**src/rtl/burst_iq_pkg.sv**
```systemverilog
package burst_iq_pkg;
  typedef enum logic [1:0] {
    ST_IDLE  = 2'd0,
    ST_BURST = 2'd1,
    ST_DRAIN = 2'd2
  } burst_state_t;
endpackage

```
**src/rtl/burst_rst_sync.sv**
```systemverilog
module burst_rst_sync #(
  parameter int STAGES = 2
) (
  input  logic clk,
  input  logic rst_n,
  output logic rst_int
);
  logic [STAGES-1:0] chain;

  always_ff @(posedge clk or negedge rst_n) begin
    if (!rst_n) chain <= '0;
    else        chain <= {chain[STAGES-2:0], 1'b1};
  end

  assign rst_int = ~chain[STAGES-1];
endmodule

```
**src/rtl/burst_dclk_gen.sv**
```systemverilog
module burst_dclk_gen #(
  parameter int DIV = 100
) (
  input  logic clk,
  input  logic rst_int,
  output logic data_clk,
  output logic tick
);
  localparam int CW   = $clog2(DIV);
  localparam int HALF = DIV / 2;
  localparam logic [CW-1:0] LAST  = CW'(DIV - 1);
  localparam logic [CW-1:0] HALFV = CW'(HALF);

  logic [CW-1:0] cnt;
  logic [CW-1:0] cnt_nxt;

  assign tick    = (cnt == LAST);
  assign cnt_nxt = tick ? '0 : cnt + 1'b1;

  always_ff @(posedge clk or posedge rst_int) begin
    if (rst_int) begin
      cnt      <= '0;
      data_clk <= 1'b1;
    end else begin
      cnt      <= cnt_nxt;
      data_clk <= (cnt_nxt < HALFV);
    end
  end
endmodule

```
**src/rtl/burst_iq_steer.sv**
```systemverilog
module burst_iq_steer
  import burst_iq_pkg::*;
#(
  parameter int FLUSH_SYMS = 8
) (
  input  logic clk,
  input  logic rst_int,
  input  logic tick,
  input  logic tx_en,
  input  logic tx_data,
  output logic burst_on,
  output logic sym_valid,
  output logic sym_i,
  output logic sym_q,
  output logic sym_zero
);
  localparam int FTICKS = 2 * FLUSH_SYMS;
  localparam int FW     = $clog2(FTICKS);
  localparam logic [FW-1:0] FLAST = FW'(FTICKS - 1);

  burst_state_t  state;
  logic          half_full;
  logic          held_i;
  logic [FW-1:0] fcnt;

  always_ff @(posedge clk or posedge rst_int) begin
    if (rst_int) begin
      state     <= ST_IDLE;
      half_full <= 1'b0;
      held_i    <= 1'b0;
      fcnt      <= '0;
      burst_on  <= 1'b0;
      sym_valid <= 1'b0;
      sym_i     <= 1'b0;
      sym_q     <= 1'b0;
      sym_zero  <= 1'b0;
    end else begin
      sym_valid <= 1'b0;
      if (tick) begin
        unique case (state)
          ST_BURST: begin
            if (tx_en) begin
              if (half_full) begin
                sym_valid <= 1'b1;
                sym_i     <= held_i;
                sym_q     <= tx_data;
                sym_zero  <= 1'b0;
                half_full <= 1'b0;
              end else begin
                held_i    <= tx_data;
                half_full <= 1'b1;
              end
            end else begin
              state     <= ST_DRAIN;
              half_full <= 1'b0;
              fcnt      <= '0;
            end
          end
          default: begin
            if (tx_en) begin
              state     <= ST_BURST;
              held_i    <= tx_data;
              half_full <= 1'b1;
              burst_on  <= 1'b1;
            end else if (state == ST_DRAIN) begin
              if (fcnt[0]) begin
                sym_valid <= 1'b1;
                sym_i     <= 1'b0;
                sym_q     <= 1'b0;
                sym_zero  <= 1'b1;
              end
              if (fcnt == FLAST) begin
                state    <= ST_IDLE;
                burst_on <= 1'b0;
              end
              fcnt <= fcnt + 1'b1;
            end
          end
        endcase
      end
    end
  end
endmodule

```
**src/rtl/burst_iq_demux.sv**
```systemverilog
module burst_iq_demux #(
  parameter int DIV        = 100,
  parameter int FLUSH_SYMS = 8,
  parameter int RST_STAGES = 2
) (
  input  logic clk,
  input  logic rst_n,
  input  logic tx_en,
  input  logic tx_data,
  output logic data_clk,
  output logic burst_on,
  output logic sym_valid,
  output logic sym_i,
  output logic sym_q,
  output logic sym_zero
);
  logic rst_int;
  logic tick;

  burst_rst_sync #(.STAGES(RST_STAGES)) u_rst (
    .clk     (clk),
    .rst_n   (rst_n),
    .rst_int (rst_int)
  );

  burst_dclk_gen #(.DIV(DIV)) u_dclk (
    .clk      (clk),
    .rst_int  (rst_int),
    .data_clk (data_clk),
    .tick     (tick)
  );

  burst_iq_steer #(.FLUSH_SYMS(FLUSH_SYMS)) u_steer (
    .clk       (clk),
    .rst_int   (rst_int),
    .tick      (tick),
    .tx_en     (tx_en),
    .tx_data   (tx_data),
    .burst_on  (burst_on),
    .sym_valid (sym_valid),
    .sym_i     (sym_i),
    .sym_q     (sym_q),
    .sym_zero  (sym_zero)
  );
endmodule

```
**config.mk**
```make
export PLATFORM = sky130hd
export DESIGN_NAME = burst_iq_demux
export DESIGN_NICKNAME = d
export VERILOG_FILES = /design/src/rtl/burst_iq_pkg.sv /design/src/rtl/burst_rst_sync.sv /design/src/rtl/burst_dclk_gen.sv /design/src/rtl/burst_iq_steer.sv /design/src/rtl/burst_iq_demux.sv
export SDC_FILE = /design/constraint.sdc
export NUM_CORES = 1
export LEC_CHECK = 0
export ABC_AREA = 1
export CORE_MARGIN = 5
export CORE_UTILIZATION = 51
export DETAILED_ROUTE_END_ITERATION = 8
export PLACE_DENSITY = 0.83
export REMOVE_ABC_BUFFERS = 1
export SYNTH_ARGS = -nofsm -noshare
export SYNTH_HDL_FRONTEND = slang
export SYNTH_SLANG_ARGS = --single-unit
export TNS_END_PERCENT = 10
```
**constraint.sdc**
```tcl
create_clock -name clk -period 1.7 [get_ports clk]
set_input_delay 0.17 -clock clk [delete_from_list [all_inputs] [get_ports clk]]
set_output_delay 0.17 -clock clk [all_outputs]
set_load 0.01 [all_outputs]
```
==> results of run 1 <==
[per-stage QoR]
stage	area, um^2	util	hold slack (ns)	setup WS [ns]
after detailed placement	1290	0.584	0.209	0.213
after global placement	1290	0.584	0.204	0.273
final	1320	0.596	0.0259	0.180
after global routing	1320	0.596	0.0103	0.0718
after floorplan	1160	-	-0.126	0.348
after CTS	1320	0.596	0.0193	0.159
[routing by layer]
layer,up-vias,part of all wire,GRT usage
li1,445,-,-
met1,416,0.39,0.145
met2,13,0.56,0.240
met3,6,0.026,0.0200
met4,0,0.026,0.0927
met5,-,0,0
[state kept, by name, indices dropped and copies added (netlist names), 2 cells and up]
signal	count
u_steer.state	2
u_dclk.cnt	7
u_rst.chain	2
u_steer.fcnt	4
[placed cells by master (no fill, tap or decap), drive strengths merged, types with 3 or more instances in the layout]
master,count
a21oi,3
clkbuf,4
clkdlybuf4s50,9
dfrtp,22
ha,4
inv,16
nand2,37
nand3,15
nor2,13
o21ai,10
[power by group through the flow]
stage / clock network [mW] / registers, mW / logic, mW
2_1_floorplan: 0 / 0.567 / 0.00563
3_3_place_gp: 0 / 0.560 / 0.0271
3_5_place_dp: 0 / 0.561 / 0.0280
4_1_cts: 0.248 / 0.550 / 0.0283
5_1_grt: 0.271 / 0.551 / 0.0317
6_report: 0.236 / 0.550 / 0.0276
[cells by family (layout without fill, tap and decap cells)]
kind of cell / count (synthesis) / in the layout / synth area share
other: 1 / 1 / 0.00320
AND/OR/NAND/NOR: 70 / 70 / 0.312
adder cells (fa/ha/maj): 4 / 4 / 0.0427
AO/OA/AOI/OAI: 15 / 15 / 0.0780
flip-flops: 23 / 23 / 0.493
buffers and inverters: 19 / 32 / 0.0716
[cell usage after synthesis]
library cell	number
nand2_1	34
dfrtp_1	22
inv_1	14
nand3_1	12
nor2_1	8
ha_1	4
o21ai_1	4
a21oi_1	3
nor2_2	3
o21ai_0	3
o21ai_2	3
inv_2	2
nand2_2	2
nand3_2	2
nor2_4	2
o21bai_1	2
or2_2	2
buf_6	1
clkinv_1	1
clkinv_4	1
conb_1	1
dfstp_2	1
nand2_4	1
nand3_4	1
nand3b_1	1
nand3b_4	1
nor3_1	1
[final timing paths]
check | slack [ns] | to
max | 0.18 | data_clk
min | 0.03 | u_rst.chain[1]
max reg2reg | 0.20 | u_steer.sym_zero
min reg2reg | 0.21 | u_dclk.cnt[0]
max in group asynchronous | 1.22 | u_dclk.data_clk
min in group clk | 0.39 | u_rst.chain[1]
[layout make-up]
| type | count | area [um^2] | share of cell area |
|---|---|---|---|
| clock buffers | 4 | 26.3 | 0.0199 |
| inverters | 18 | 72.6 | 0.0550 |
| multi-input cells | 90 | 510 | 0.387 |
| flip-flops and latches | 23 | 577 | 0.437 |
| well taps | 28 | 35.0 | 0.0266 |
| repair buffers | 10 | 97.6 | 0.0740 |
==> results.sh, run 1 <==
export IMPL_syn_avg_cell_area_um2=8.87
export IMPL_grt_max_degree=22
export IMPL_slowest_stage="dfstp_2"
export IMPL_dr_first_iter_drc_count=28
export IMPL_die_h_um=57.9
export IMPL_crit_required_ns=1.53
export IMPL_vias_per_cell=5.09
export IMPL_area_growth_pct=12.6
export IMPL_rsz0062_at_grt="no"
export IMPL_numClockSinks=23
export IMPL_critPathMaxFanout=1
export IMPL_p_int_mw=0.650
export IMPL_overflow=0
export IMPL_setup_viol=0
export IMPL_wirelength_um=2060
export IMPL_stdcell_count=173
export IMPL_cp_start_kind="flop"
export IMPL_clockBufferDepth=2
export IMPL_clockPowerShare=0.290
export IMPL_cts_setup_buffers=0
export IMPL_crit_chain="clkdlybuf4s50_1"
export IMPL_clk_pin_slew_worst_paths_ns=0.11
export IMPL_syn_cell_area_um2=1170
export IMPL_timing_worst_setup_path_type="reg2out"
export IMPL_io_pins=10
export IMPL_grt_util_all_layers=0.135
export IMPL_fillCellCount=211
export IMPL_firstDrtPassIters=4
export IMPL_switching_power_mw=0.164
export IMPL_avgRoutedWirePerCell_um=11.9
export IMPL_ys_seq_area_frac=0.493
export IMPL_drv_cap=0
export IMPL_critPathMaxStageDelay_ns=0.53
export IMPL_fp_dieW_um=57.9
export IMPL_nNetsFinal=154
export IMPL_crit_path_end_kind="output port"
export IMPL_final_min_clock_period_ns=1.52
export IMPL_syn_inst=132
export IMPL_cp_num_buf_inv=1
export IMPL_grt_pass1_wl_um=3480
export IMPL_power_frac_seq=0.676
export IMPL_antenna_found_initial=0
export IMPL_p_total_mw=0.814
export IMPL_period_share=0.894
export IMPL_start_util=0.529
export IMPL_final_setup_tns_ns=0
export IMPL_grt_pass1_vias=878
export IMPL_ys_top_cells_by_area="dfrtp_1 (47%), nand2_1 (11%), nand3_1 (5.1%)"
export IMPL_drv_slew=0
export IMPL_ys_ff_latch=23
export IMPL_port_buffer_count=9
export IMPL_cp_startpoint="u_dclk.data_clk"
export IMPL_comb_power_share=0.034
export IMPL_critical_path_top_delay_family="flip-flops"
export IMPL_ys_warn_count=0
export IMPL_run_status="finished clean"
export IMPL_cts_tree="done"
export IMPL_die_area_um2=3350
export IMPL_ir_worst_vdd_mv=0.481
export IMPL_fp_row_count=17
export IMPL_hold_violations=0
export IMPL_clock_latency_ns=0.30
export IMPL_antenna_cells_inserted=0
export IMPL_place_congestion=0.876
export IMPL_p_leak_nw=0.622
export IMPL_hold_buffers=0
export IMPL_core_um2=2210
export IMPL_place_hpwl_um=1640
export IMPL_numCtsBuffers=3
export IMPL_drive_above_1_share=0.172
export IMPL_fmax_mhz=658
export IMPL_swShare=0.201
export IMPL_drc=0
export IMPL_ant_nets=0
export IMPL_worstRegToRegCells=7
export IMPL_skew_ns=0.00472
export IMPL_p_per_area_nw_per_um2=617
export IMPL_synth_area_leader_cell="dfrtp_1"
export IMPL_clockRootBuffer="clkbuf_4"
export IMPL_r2r_start="u_steer.state[0]"
export IMPL_vias=880
export IMPL_ys_types=27
export IMPL_synth_top_area_share=0.470
export IMPL_hold_class="in2async"
export IMPL_cts_resized=0
export IMPL_critical_path_depth=1
export IMPL_htree_levels=1
export IMPL_cp_arrival_ns=1.35
export IMPL_place_inst=169
(Power assumes the default switching activity.)
==> inputs of run 2 (changes only) <==
- CELL_PAD_IN_SITES_DETAIL_PLACEMENT: not set -> 1
- CELL_PAD_IN_SITES_GLOBAL_PLACEMENT: not set -> 2
- CORE_UTILIZATION: 51 -> 40
- DONT_BUFFER_PORTS: not set -> 1
- PLACE_DENSITY: 0.83 -> 0.91
- SLEW_MARGIN: not set -> 20
==> results.sh, run 2 (synthesis results as in run 1) <==
export IMPL_hold_ws_ns=0.0163
export IMPL_p_leak_nw=0.602
export IMPL_clk_pin_slew_worst_paths_ns=0.12
export IMPL_ir_worst_vdd_mv=0.411
export IMPL_critPathMaxFanout=9
export IMPL_io_pins=10
export IMPL_hold_violations=0
export IMPL_grt_util_all_layers=0.129
export IMPL_dr_first_iter_drc_count=38
export IMPL_antenna_cells_inserted=0
export IMPL_place_congestion=0.774
export IMPL_skew_ns=0.00209
export IMPL_clockRootBuffer="clkbuf_4"
export IMPL_drive_above_1_share=0.180
export IMPL_clockBufferDepth=2
export IMPL_vias=867
export IMPL_grt_pass1_vias=964
export IMPL_place_hpwl_um=1810
export IMPL_power_frac_seq=0.664
export IMPL_cts_tree="done"
export IMPL_seqCellArea_um2=577
export IMPL_numClockSinks=23
export IMPL_setup_viol=0
export IMPL_reg_top3="u_dclk.cnt x7, u_steer.fcnt x4"
export IMPL_grt_pass1_wl_um=4230
export IMPL_multi_input_area_um2=515
export IMPL_crit_path_end_kind="flop"
export IMPL_run_status="finished clean"
export IMPL_stdcell_count=170
export IMPL_min_delay_start="tx_en"
export IMPL_cts_setup_buffers=0
export IMPL_ant_nets=0
export IMPL_fp_dieW_um=64.1
export IMPL_avgRoutedWirePerCell_um=13.6
export IMPL_hold_depth=2
export IMPL_r2r_slack_ns=0.14
export IMPL_place_inst=163
export IMPL_worstRegToRegCells=7
export IMPL_drv_slew=0
export IMPL_final_min_clock_period_ns=1.56
export IMPL_die_h_um=64.1
export IMPL_switching_power_mw=0.184
export IMPL_die_area_um2=4110
export IMPL_vias_per_cell=5.10
export IMPL_start_util=0.421
export IMPL_area_growth_pct=8.23
export IMPL_cp_start_kind="flop"
export IMPL_layout_common_cells="nand2_1 (34), dfrtp_1 (22), inv_1 (14), nand3_1 (12), nor2_1 (8)"
export IMPL_worstHoldEndpoint="u_steer.burst_on"
export IMPL_htree_levels=1
export IMPL_timing_worst_setup_path_type="reg2reg"
export IMPL_period_share=0.916
export IMPL_core_um2=2780
export IMPL_port_buffer_count=0
export IMPL_hold_class="in2reg"
export IMPL_wirelength_um=2310
export IMPL_p_per_area_nw_per_um2=657
export IMPL_r2r_end="u_steer.sym_zero"
export IMPL_firstDrtPassIters=3
export IMPL_clockPowerShare=0.310
export IMPL_grt_max_degree=16
export IMPL_critPathMaxStageDelay_ns=0.42
export IMPL_swShare=0.221
export IMPL_crit_chain="inv_1 > ha_1 > nand3_1 > nand2_2 > nand3_4 > nand2_1 > o21ai_2"
export IMPL_final_setup_tns_ns=0
export IMPL_largest_reg_flops=7
export IMPL_fmax_mhz=642
export IMPL_comb_power_share=0.026
export IMPL_drc=0
export IMPL_p_int_mw=0.649
export IMPL_drv_cap=0
export IMPL_slowest_stage="dfrtp_1"
export IMPL_final_common_cell="nand2_1"
export IMPL_cp_arrival_ns=1.76
export IMPL_p_total_mw=0.833
export IMPL_fp_row_count=19
export IMPL_numCtsBuffers=3
export IMPL_nNetsFinal=148
export IMPL_overflow=0
export IMPL_fillCellCount=338
export IMPL_crit_required_ns=1.90
export IMPL_antenna_found_initial=0
export IMPL_r2r_start="u_steer.state[1]"
export IMPL_largest_register="u_dclk.cnt"
export IMPL_clock_latency_ns=0.31
[run 2: changes by cell type in the layout (fill, tap and decap cells not counted), sizes merged]
cell / change
dlygate4sd3: +3
clkdlybuf4s50: -9
[run 2: metal layers]
metal  track usage  vias to the layer above  routed length, um
li1              -                      431                  -
met1         0.160                      426               1030
met2         0.215                        5               1190
met3        0.0263                        5                 37
met4        0.0611                        0                 48
met5             0                        -                  0
[run 2: per-stage QoR]
| stage | instance area, um^2 | setup WS, ns | utilization |
|---|---|---|---|
| floorplan | 1160 | 0.348 | - |
| global placement | 1210 | 0.258 | 0.434 |
| detailed placement | 1210 | 0.160 | 0.434 |
| CTS | 1250 | 0.137 | 0.450 |
| global route | 1270 | -0.00105 | 0.456 |
| finish | 1270 | 0.143 | 0.456 |
[run 2: critical path, delay by kind of cell, from the launching register on]
kind | cells | cell delay (ns)
flip-flops | 1 | 0.42
AO/OA/AOI/OAI | 1 | 0.05
buffers and inverters | 1 | 0.07
adder cells (fa/ha/maj) | 1 | 0.39
AND/OR/NAND/NOR | 4 | 0.52
[run 2: layout make-up]
class / instances / area share
inverters: 18 / 0.0573
well taps: 31 / 0.0306
multi-input cells: 90 / 0.407
clock buffers: 4 / 0.0207
repair buffers: 4 / 0.0296
flip-flops and latches: 23 / 0.455
[run 2: how the worst max path moves through the flow]
stage | start | to | slack (ns) | cells past startpoint
global route | u_steer.state[1] | u_steer.sym_zero | -0.001 | 7
CTS | u_steer.state[0] | u_steer.sym_zero | 0.14 | 7
global placement | u_steer.state[0] | u_steer.sym_zero | 0.26 | 7
detailed placement | u_steer.state[0] | u_steer.sym_zero | 0.16 | 7
floorplan | u_steer.state[0] | u_steer.sym_zero | 0.35 | 7
finish | u_steer.state[1] | u_steer.sym_zero | 0.14 | 7
[run 2: power by group through the flow]
| stage | logic [mW] | registers, mW | clock network, mW |
|---|---|---|---|
| after global routing | 0.0258 | 0.554 | 0.299 |
| after global placement | 0.0151 | 0.564 | 0 |
| after CTS | 0.0205 | 0.553 | 0.272 |
| after detailed placement | 0.0159 | 0.564 | 0 |
| final | 0.0219 | 0.553 | 0.258 |
| after floorplan | 0.00563 | 0.567 | 0 |
[run 2: repair_timing]
item                       4_1_cts  5_1_grt
hold buffers                     2        1
hold endpoints to repair         4        2
resized for setup                0        1
setup endpoints to repair        0        1
